**src/rtl/rwta_pkg.sv**
```systemverilog
package rwta_pkg;

    typedef enum logic [1:0] {
        ST_READ  = 2'd0,
        ST_RD2WR = 2'd1,
        ST_WRITE = 2'd2,
        ST_WR2RD = 2'd3
    } bus_state_e;

endpackage

```
**src/rtl/rwta_turn_timer.sv**
```systemverilog
module rwta_turn_timer #(
    parameter int TMR_W = 3
) (
    input  logic             clk,
    input  logic             rst_n,
    input  logic             load,
    input  logic [TMR_W-1:0] load_val,
    output logic             last
);

    logic [TMR_W-1:0] remain_q;

    always_ff @(posedge clk) begin
        if (!rst_n) begin
            remain_q <= '0;
        end else if (load) begin
            remain_q <= load_val;
        end else if (remain_q != '0) begin
            remain_q <= remain_q - 1'b1;
        end
    end

    assign last = (remain_q == TMR_W'(1));

endmodule

```
**src/rtl/rwta_phase_ctr.sv**
```systemverilog
module rwta_phase_ctr #(
    parameter int CNT_W = 6
) (
    input  logic             clk,
    input  logic             rst_n,
    input  logic             clr,
    input  logic             inc,
    output logic [CNT_W-1:0] cnt
);

    localparam logic [CNT_W-1:0] CNT_MAX = '1;

    always_ff @(posedge clk) begin
        if (!rst_n) begin
            cnt <= '0;
        end else if (clr) begin
            cnt <= '0;
        end else if (inc && (cnt != CNT_MAX)) begin
            cnt <= cnt + 1'b1;
        end
    end

endmodule

```
**src/rtl/rwta_fsm.sv**
```systemverilog
module rwta_fsm
    import rwta_pkg::*;
#(
    parameter int RQ_OCC_W     = 5,
    parameter int WQ_OCC_W     = 5,
    parameter int CNT_W        = 6,
    parameter int TMR_W        = 3,
    parameter int WR_HI        = 12,
    parameter int WR_LO        = 4,
    parameter int MIN_WR_BATCH = 3,
    parameter int RTW_CYC      = 2,
    parameter int WTR_CYC      = 3
) (
    input  logic                clk,
    input  logic                rst_n,
    input  logic [RQ_OCC_W-1:0] rd_occ,
    input  logic [WQ_OCC_W-1:0] wr_occ,
    input  logic                rd_ack,
    input  logic                wr_ack,
    input  logic [CNT_W-1:0]    wr_cnt,
    input  logic                tmr_last,
    output bus_state_e          state,
    output logic                grant_rd,
    output logic                grant_wr,
    output logic                turn_busy,
    output logic                tmr_load,
    output logic [TMR_W-1:0]    tmr_val,
    output logic                rd_clr,
    output logic                wr_clr,
    output logic                rd_inc,
    output logic                wr_inc
);

    localparam logic [WQ_OCC_W-1:0] HI_MARK   = WQ_OCC_W'(WR_HI);
    localparam logic [WQ_OCC_W-1:0] LO_MARK   = WQ_OCC_W'(WR_LO);
    localparam logic [CNT_W-1:0]    BATCH_MIN = CNT_W'(MIN_WR_BATCH);

    bus_state_e state_nxt;
    logic       rd_pend;
    logic       wr_pend;
    logic       go_write;
    logic       go_read;

    assign rd_pend  = (rd_occ != '0);
    assign wr_pend  = (wr_occ != '0);
    assign go_write = (wr_occ >= HI_MARK) || (!rd_pend && wr_pend);
    assign go_read  = rd_pend && (!wr_pend ||
                      ((wr_cnt >= BATCH_MIN) && (wr_occ <= LO_MARK)));

    // state register
    always_ff @(posedge clk) begin
        if (!rst_n) begin
            state <= ST_READ;
        end else begin
            state <= state_nxt;
        end
    end

    // next state
    always_comb begin
        state_nxt = state;
        unique case (state)
            ST_READ:  if (go_write) state_nxt = ST_RD2WR;
            ST_RD2WR: if (tmr_last) state_nxt = ST_WRITE;
            ST_WRITE: if (go_read)  state_nxt = ST_WR2RD;
            ST_WR2RD: if (tmr_last) state_nxt = ST_READ;
            default:  state_nxt = ST_READ;
        endcase
    end

    // outputs
    always_comb begin
        grant_rd  = 1'b0;
        grant_wr  = 1'b0;
        turn_busy = 1'b0;
        tmr_load  = 1'b0;
        tmr_val   = '0;
        rd_clr    = 1'b0;
        wr_clr    = 1'b0;
        unique case (state)
            ST_READ: begin
                grant_rd = rd_pend && !go_write;
                tmr_load = go_write;
                tmr_val  = TMR_W'(RTW_CYC);
            end
            ST_RD2WR: begin
                turn_busy = 1'b1;
                wr_clr    = tmr_last;
            end
            ST_WRITE: begin
                grant_wr = wr_pend && !go_read;
                tmr_load = go_read;
                tmr_val  = TMR_W'(WTR_CYC);
            end
            ST_WR2RD: begin
                turn_busy = 1'b1;
                rd_clr    = tmr_last;
            end
            default: begin
                turn_busy = 1'b0;
            end
        endcase
        rd_inc = grant_rd && rd_ack;
        wr_inc = grant_wr && wr_ack;
    end

endmodule

```
**src/rtl/rw_turn_arbiter.sv**
```systemverilog
module rw_turn_arbiter
    import rwta_pkg::*;
#(
    parameter int RQ_DEPTH     = 16,
    parameter int WQ_DEPTH     = 16,
    parameter int WR_HI        = 12,
    parameter int WR_LO        = 4,
    parameter int MIN_WR_BATCH = 3,
    parameter int RTW_CYC      = 2,
    parameter int WTR_CYC      = 3,
    parameter int CNT_W        = 6,
    localparam int RQ_OCC_W    = $clog2(RQ_DEPTH + 1),
    localparam int WQ_OCC_W    = $clog2(WQ_DEPTH + 1)
) (
    input  logic                clk,
    input  logic                rst_n,
    input  logic [RQ_OCC_W-1:0] rd_occ,
    input  logic [WQ_OCC_W-1:0] wr_occ,
    input  logic                rd_ack,
    input  logic                wr_ack,
    output logic [1:0]          bus_dir,
    output logic                grant_rd,
    output logic                grant_wr,
    output logic                turn_busy,
    output logic [CNT_W-1:0]    rd_cnt,
    output logic [CNT_W-1:0]    wr_cnt
);

    localparam int GAP_MAX = (RTW_CYC > WTR_CYC) ? RTW_CYC : WTR_CYC;
    localparam int TMR_W   = $clog2(GAP_MAX + 1);

    bus_state_e       state;
    logic             tmr_load;
    logic [TMR_W-1:0] tmr_val;
    logic             tmr_last;
    logic             rd_clr;
    logic             wr_clr;
    logic             rd_inc;
    logic             wr_inc;

    rwta_fsm #(
        .RQ_OCC_W    (RQ_OCC_W),
        .WQ_OCC_W    (WQ_OCC_W),
        .CNT_W       (CNT_W),
        .TMR_W       (TMR_W),
        .WR_HI       (WR_HI),
        .WR_LO       (WR_LO),
        .MIN_WR_BATCH(MIN_WR_BATCH),
        .RTW_CYC     (RTW_CYC),
        .WTR_CYC     (WTR_CYC)
    ) u_fsm (
        .clk      (clk),
        .rst_n    (rst_n),
        .rd_occ   (rd_occ),
        .wr_occ   (wr_occ),
        .rd_ack   (rd_ack),
        .wr_ack   (wr_ack),
        .wr_cnt   (wr_cnt),
        .tmr_last (tmr_last),
        .state    (state),
        .grant_rd (grant_rd),
        .grant_wr (grant_wr),
        .turn_busy(turn_busy),
        .tmr_load (tmr_load),
        .tmr_val  (tmr_val),
        .rd_clr   (rd_clr),
        .wr_clr   (wr_clr),
        .rd_inc   (rd_inc),
        .wr_inc   (wr_inc)
    );

    rwta_turn_timer #(.TMR_W(TMR_W)) u_timer (
        .clk     (clk),
        .rst_n   (rst_n),
        .load    (tmr_load),
        .load_val(tmr_val),
        .last    (tmr_last)
    );

    rwta_phase_ctr #(.CNT_W(CNT_W)) u_rd_ctr (
        .clk  (clk),
        .rst_n(rst_n),
        .clr  (rd_clr),
        .inc  (rd_inc),
        .cnt  (rd_cnt)
    );

    rwta_phase_ctr #(.CNT_W(CNT_W)) u_wr_ctr (
        .clk  (clk),
        .rst_n(rst_n),
        .clr  (wr_clr),
        .inc  (wr_inc),
        .cnt  (wr_cnt)
    );

    assign bus_dir = state;

endmodule

```
**config.mk**
```make
export PLATFORM = sky130hd
export DESIGN_NAME = rw_turn_arbiter
export DESIGN_NICKNAME = d
export VERILOG_FILES = /design/src/rtl/rwta_pkg.sv /design/src/rtl/rwta_turn_timer.sv /design/src/rtl/rwta_phase_ctr.sv /design/src/rtl/rwta_fsm.sv /design/src/rtl/rw_turn_arbiter.sv
export SDC_FILE = /design/constraint.sdc
export NUM_CORES = 1
export LEC_CHECK = 0
export BUFFER_PORTS_ARGS = -buffer_cell sky130_fd_sc_hd__buf_2
export CORE_MARGIN = 4
export CORE_UTILIZATION = 30
export CTS_CLUSTER_SIZE = 20
export DETAILED_ROUTE_END_ITERATION = 6
export PLACE_DENSITY = 0.6
export SLEW_MARGIN = 5
export SYNTH_ARGS = -nofsm -noshare
export SYNTH_HDL_FRONTEND = slang
export SYNTH_SLANG_ARGS = --single-unit
```
**constraint.sdc**
```tcl
create_clock -name clk -period 3.7 [get_ports clk]
set_input_delay 0.37 -clock clk [delete_from_list [all_inputs] [get_ports clk]]
set_output_delay 0.37 -clock clk [all_outputs]
set_load 0.02 [all_outputs]
```
==> results.yml, run 1 <==
global_routing:
  grt.busiest_layer: "met2"
  grt_use_met1: 0.126
  gr-total-overflow: 0
  grt_pass1_wl_mm: 3.59
  gr-usage-met3: 0.0451
  grt_pass1_vias: 863
  grt_antenna_before_repair: 0
  grt_max_degree: 10
  track_usage: 0.107
  grtUsageMet2: 0.183
critical_path:
  cp_max_fo: 5
  cp-start-kind: "flip-flop"
  required_ns: 3.33
  cp.arrival_ns: 1.73
  r2r_start: "u_wr_ctr.cnt[0]$_SDFFE_PP0P_"
  critPathKind: "flip-flop to output pin"
  critPathCaptureType: "output pin"
  crit_start: "u_wr_ctr.cnt[0]$_SDFFE_PP0P_"
drt:
  drt_iter0_drc: 52
  avgViaCountPerCell: 4.73
  ant_nets: 0
  drt-pass1-iter-count: 4
  routed_wl_mm: 2.16
  post_drt_wl_per_cell_um: 11.0
  vias: 927
  drc: 0
placement:
  dp_hpwl_mm: 1.78
  routabilityCongestion: 0.830
  port_buffers: 30
  placed_area_um2: 1180
  dp_cells: 192
sta:
  min_period_ns: 2.10
  finalMaxSlewViolations: 0
  maxSlewHeadroom: 0.581
  hold_viol: 0
  period_share: 0.567
  worstMarginPinSlew_ns: 0.622
  setup_violations: 0
  fin_tns_setup_ns: 0
  skew_ns: 0.00848
  rsz0062_at_grt: "false"
  fmax_mhz: 477
cts:
  clock-root-buffer: "clkbuf_4"
  post-cts-setup-buffer-count: 0
  clk_pin_slew_ns: 0.10
  ctsResizeCount: 0
  clk_latency_ns: 0.29
  cts_tree: "built"
  ctsLongestPathBuffers: 2
  cts_inserted_buffers: 3
  ctsHtreeMaxLevel: 1
  hold_buffers: 0
  clock-sinks: 16
final_layout:
  layout-drive-gt1-share: 0.257
  multi_input_area_um2: 623
  layout.nets: 175
  seqCellArea_um2: 320
  nFillCells: 322
  diodes: 0
  syn_to_final_growth_pct: 24.3
  design_area_um2: 1210
  fin_util: 0.395
  fin_cells: 196
synth:
  synth_area_leader_cell: "dfxtp_1"
  yosys.area.top_type_share: 0.328
  ys_ff_latch: 16
  async_flop_share: 0
  yosysSeqAreaShare: 0.328
  synth_edf_count: 0
  yosysMostFrequentCell: "nor2_1"
  synth_cell_types: 31
  yosys-top-cells-area: "dfxtp_1 33%, ha_1 10%, xnor2_1 9.0%"
  ys.warnings.count: 0
  synth_flop_cell: "dfxtp_1"
  avgSynthCellArea_um2: 8.21
  synth_fp_nets: 141
  ys_top_cells_by_count: "19 x nor2_1, 16 x dfxtp_1, 13 x nand2_1, 10 x xnor2_1"
  synthCells: 119
  synth_area_um2: 977
power:
  combPwrFrac: 0.446
  seqPwrFrac: 0.359
  power.density_nw_per_um2: 499
  switching_share: 0.401
  total_power_uw: 606
  power_frac_clock: 0.195
  p_int_uw: 363
  p_sw_uw: 243
  ir_drop_mv: 0.149
  leakagePower_uw: 0.000514
run:
  max_cap_viol_count: 0
floorplan:
  num_rows: 20
  start_util: 0.317
  core_area_um2: 3080
  fp.dieW_um: 65.1
  fp.dieArea_um2: 4230
  boundaryPins: 31
  die_y_um: 65.1
min_path:
  worstHoldStart: "rst_n"
  hp-class: "primary input to flip-flop"
run_status:
  status: "complete, no violations"
## metrics by stage
stage	hold slack [ns]	worst slack, ns
final	0.387	1.60
after global routing	0.385	1.42
after CTS	0.379	1.58
after detailed placement	0.507	1.62
after global placement	0.498	1.60
after floorplan	0.489	1.72
## cell families after synthesis
group                      Yosys count  synth area share
and+or+nand+nor                     47             0.215
AOI/OAI and AO/OA                   27             0.210
DFF                                 16             0.328
xor gates and xnor gates            10            0.0896
buffers and inverters                9            0.0346
adders and majority gates            8             0.102
muxes                                2            0.0205
## sequential cells by signal, summed over array words and instances (netlist names)
signal,cells
u_rd_ctr.cnt,6
u_fsm.state,2
u_timer.remain_q,2
u_wr_ctr.cnt,6
## layer usage
metal  vias to the layer above  wire, um
met3                         2       151
met4                         0         6
met2                        23      1040
met1                       418       958
met5                         -         0
li1                        484         -
## power groups by stage
stage	sequential (uW)	combinational [uW]	clock, uW
after floorplan	238	184	0
after global placement	221	273	0
after detailed placement	223	275	0
after CTS	219	277	122
after global routing	223	309	131
final	218	270	118
## cells in the final DEF, fill, tap and decap left out, drive strengths merged, types with 2 or more instances in the layout
master | Yosys | final
nand3 | 5 | 5
nor3 | 4 | 4
dfxtp | 16 | 16
a21boi | 2 | 2
nor4 | 2 | 2
nand2 | 13 | 13
mux2i | 2 | 2
o211ai | 2 | 2
inv | 8 | 8
clkbuf | 1 | 4
a2111oi | 3 | 3
a21oi | 6 | 6
xnor2 | 10 | 10
ha | 8 | 8
nor2 | 19 | 19
or4 | 2 | 2
buf | 0 | 30
o21ai | 6 | 6
## layout make-up
type	instances	area share
multi-input cells	94	0.513
flip-flops and latches	16	0.264
repair buffers	30	0.124
well taps	44	0.0453
clock buffers	4	0.0299
inverters	8	0.0247
## path summary, 6_finish.rpt
kind                                  endpoint  slack [ns]  cells past startpoint
setup / recovery                      grant_wr        1.60                      6
hold / removal     u_fsm.state[0]$_SDFFE_PN0P_        0.39                      3
setup reg to reg  u_wr_ctr.cnt[2]$_SDFFE_PP0P_        1.88                      6
hold reg to reg    u_fsm.state[1]$_SDFFE_PN0P_        0.51                      2
## critical path, cell delays in order, from the launching register on
cell,delay [ns]
dfxtp_1,0.37
ha_1,0.28
nor2_1,0.11
nand2_1,0.14
o21a_1,0.25
nor2_1,0.11
buf_2,0.18
Note: power is estimated with default switching activity, not from simulation.
==> run 2, diff against run 1 <==
clock period = 2.05 ns   (was 3.7 ns; I/O delays follow)
==> results.yml, run 2 (synthesized netlist as in run 1, its figures left out) <==
run_status:
  status: "complete, no violations"
sta:
  min_period_ns: 1.92
  rsz0062_at_grt: "false"
  worstMarginPinSlew_ns: 0.590
  fmax_mhz: 522
  skew_ns: 0.0103
  hold_viol: 0
  setup_ws_ns: 0.134
  setup_violations: 0
  period_share: 0.935
  fin_tns_setup_ns: 0
  maxSlewHeadroom: 0.602
  finalMaxSlewViolations: 0
  holdWs_ns: 0.227
floorplan:
  die_y_um: 65.1
  core_area_um2: 3080
  fp.dieArea_um2: 4230
  boundaryPins: 31
  fp.dieW_um: 65.1
  num_rows: 20
  start_util: 0.317
final_layout:
  diodes: 0
  final_cell_mix: "30 x buf_2, 19 x nor2_1, 16 x dfxtp_1"
  layout.nets: 176
  reg.largest.list: "u_rd_ctr.cnt x6, u_wr_ctr.cnt x6"
  final_common_cell: "buf_2"
  layout-drive-gt1-share: 0.268
  syn_to_final_growth_pct: 25.4
run:
  max_cap_viol_count: 0
power:
  total_power_uw: 1110
  power.density_nw_per_um2: 910
  leakagePower_uw: 0.000515
  ir_drop_mv: 0.324
critical_path:
  crit_start: "u_wr_ctr.cnt[0]$_SDFFE_PP0P_"
  slowest_delay_ns: 0.37
  crit_top_cell: "nor2_1"
  cp_max_fo: 5
  required_ns: 1.85
  reg2regPathDepth: 6
  rrSetupSlack_ns: 0.32
  crit_slowest_cell: "dfxtp_1"
  r2r_start: "u_wr_ctr.cnt[0]$_SDFFE_PP0P_"
  critPathCaptureType: "output pin"
  critPathKind: "flip-flop to output pin"
  path_cells: "ha_2 > nor2_1 > nand2_1 > o21a_1 > nor2_1 > buf_2"
  cp-start-kind: "flip-flop"
  worstReg2RegEnd: "u_wr_ctr.cnt[2]$_SDFFE_PP0P_"
  cp.arrival_ns: 1.71
cts:
  cts_inserted_buffers: 3
  ctsHtreeMaxLevel: 1
  cts_tree: "built"
  hold_buffers: 0
  clock-root-buffer: "clkbuf_4"
  clk_latency_ns: 0.30
  clk_pin_slew_ns: 0.11
  clock-sinks: 16
  ctsLongestPathBuffers: 2
drt:
  ant_nets: 0
  routed-wl-met3_um: 117
  avgViaCountPerCell: 4.75
  met1Wirelength_mm: 1.01
  met2_wirelength_mm: 1.02
  post_drt_wl_per_cell_um: 11.1
  routed_wl_mm: 2.18
  vias: 936
  drt-pass1-iter-count: 4
  drt_iter0_drc: 39
  drc: 0
  routed.top_layer: "met4"
placement:
  dpl_worst_slack_ns: 0.142
  port_buffers: 30
  dp_hpwl_mm: 1.79
  routabilityCongestion: 0.841
global_routing:
  track_usage: 0.111
  grt_max_degree: 10
  grt_antenna_before_repair: 0
  gr-total-overflow: 0
  grt_pass1_vias: 902
  grt_pass1_wl_mm: 3.71
min_path:
  worstHoldStart: "rst_n"
  whs_endpoint: "u_fsm.state[0]$_SDFFE_PN0P_"
  hp-class: "primary input to flip-flop"
  min_path_cells: 3
[run 2: worst max-delay path, delay by kind of cell (launching register included)]
| family | cells | cell delay (ns) |
|---|---|---|
| adders and majority gates | 1 | 0.23 |
| AOI/OAI and AO/OA | 1 | 0.25 |
| DFF | 1 | 0.37 |
| and+or+nand+nor | 3 | 0.37 |
| buffers and inverters | 1 | 0.19 |
[run 2: through the flow]
| step | instance area [um2] | utilization | cells |
|---|---|---|---|
| after CTS | 1220 | 0.397 | 197 |
| final | 1220 | 0.398 | 197 |
| after floorplan | 977 | - | 119 |
| after global routing | 1220 | 0.398 | 197 |
| after detailed placement | 1190 | 0.385 | 193 |
| after global placement | 1190 | 0.385 | 193 |
[run 2: metal layers]
| metal | vias up | global-route usage |
|---|---|---|
| li1 | 483 | - |
| met4 | 0 | 0.0544 |
| met2 | 24 | 0.186 |
| met1 | 424 | 0.134 |
| met3 | 5 | 0.0225 |
| met5 | - | 0 |
[run 2: worst max-delay path by stage]
| stage | end | slack, ns |
|---|---|---|
| 2_1_floorplan | u_wr_ctr.cnt[3]$_SDFFE_PP0P_ | 0.34 |
| 6_report | grant_wr | 0.13 |
| 3_3_place_gp | u_wr_ctr.cnt[3]$_SDFFE_PP0P_ | 0.20 |
| 4_1_cts | grant_wr | 0.1 |
| 3_5_place_dp | u_wr_ctr.cnt[4]$_SDFFE_PP0P_ | 0.14 |
| 5_1_grt | grant_wr | 0.04 |
[run 2: timing repair]
item,in CTS,in global routing
setup endpoints to repair,0,1
resized for setup,0,1
hold endpoints to repair,0,0
setup buffers,0,0
[run 2: power by group]
part / internal [uW] / switching [uW]
clock network: 108 / 111
logic: 201 / 300
registers: 354 / 39.6
total: 663 / 451
[run 2: final cells by class]
class	count	area (um2)
timing repair buffer	31	158
multi-input combinational	94	626
clock buffer	4	36.3
fill	328	1850
sequential	16	320
inverter	8	30.0
tap	44	55.1
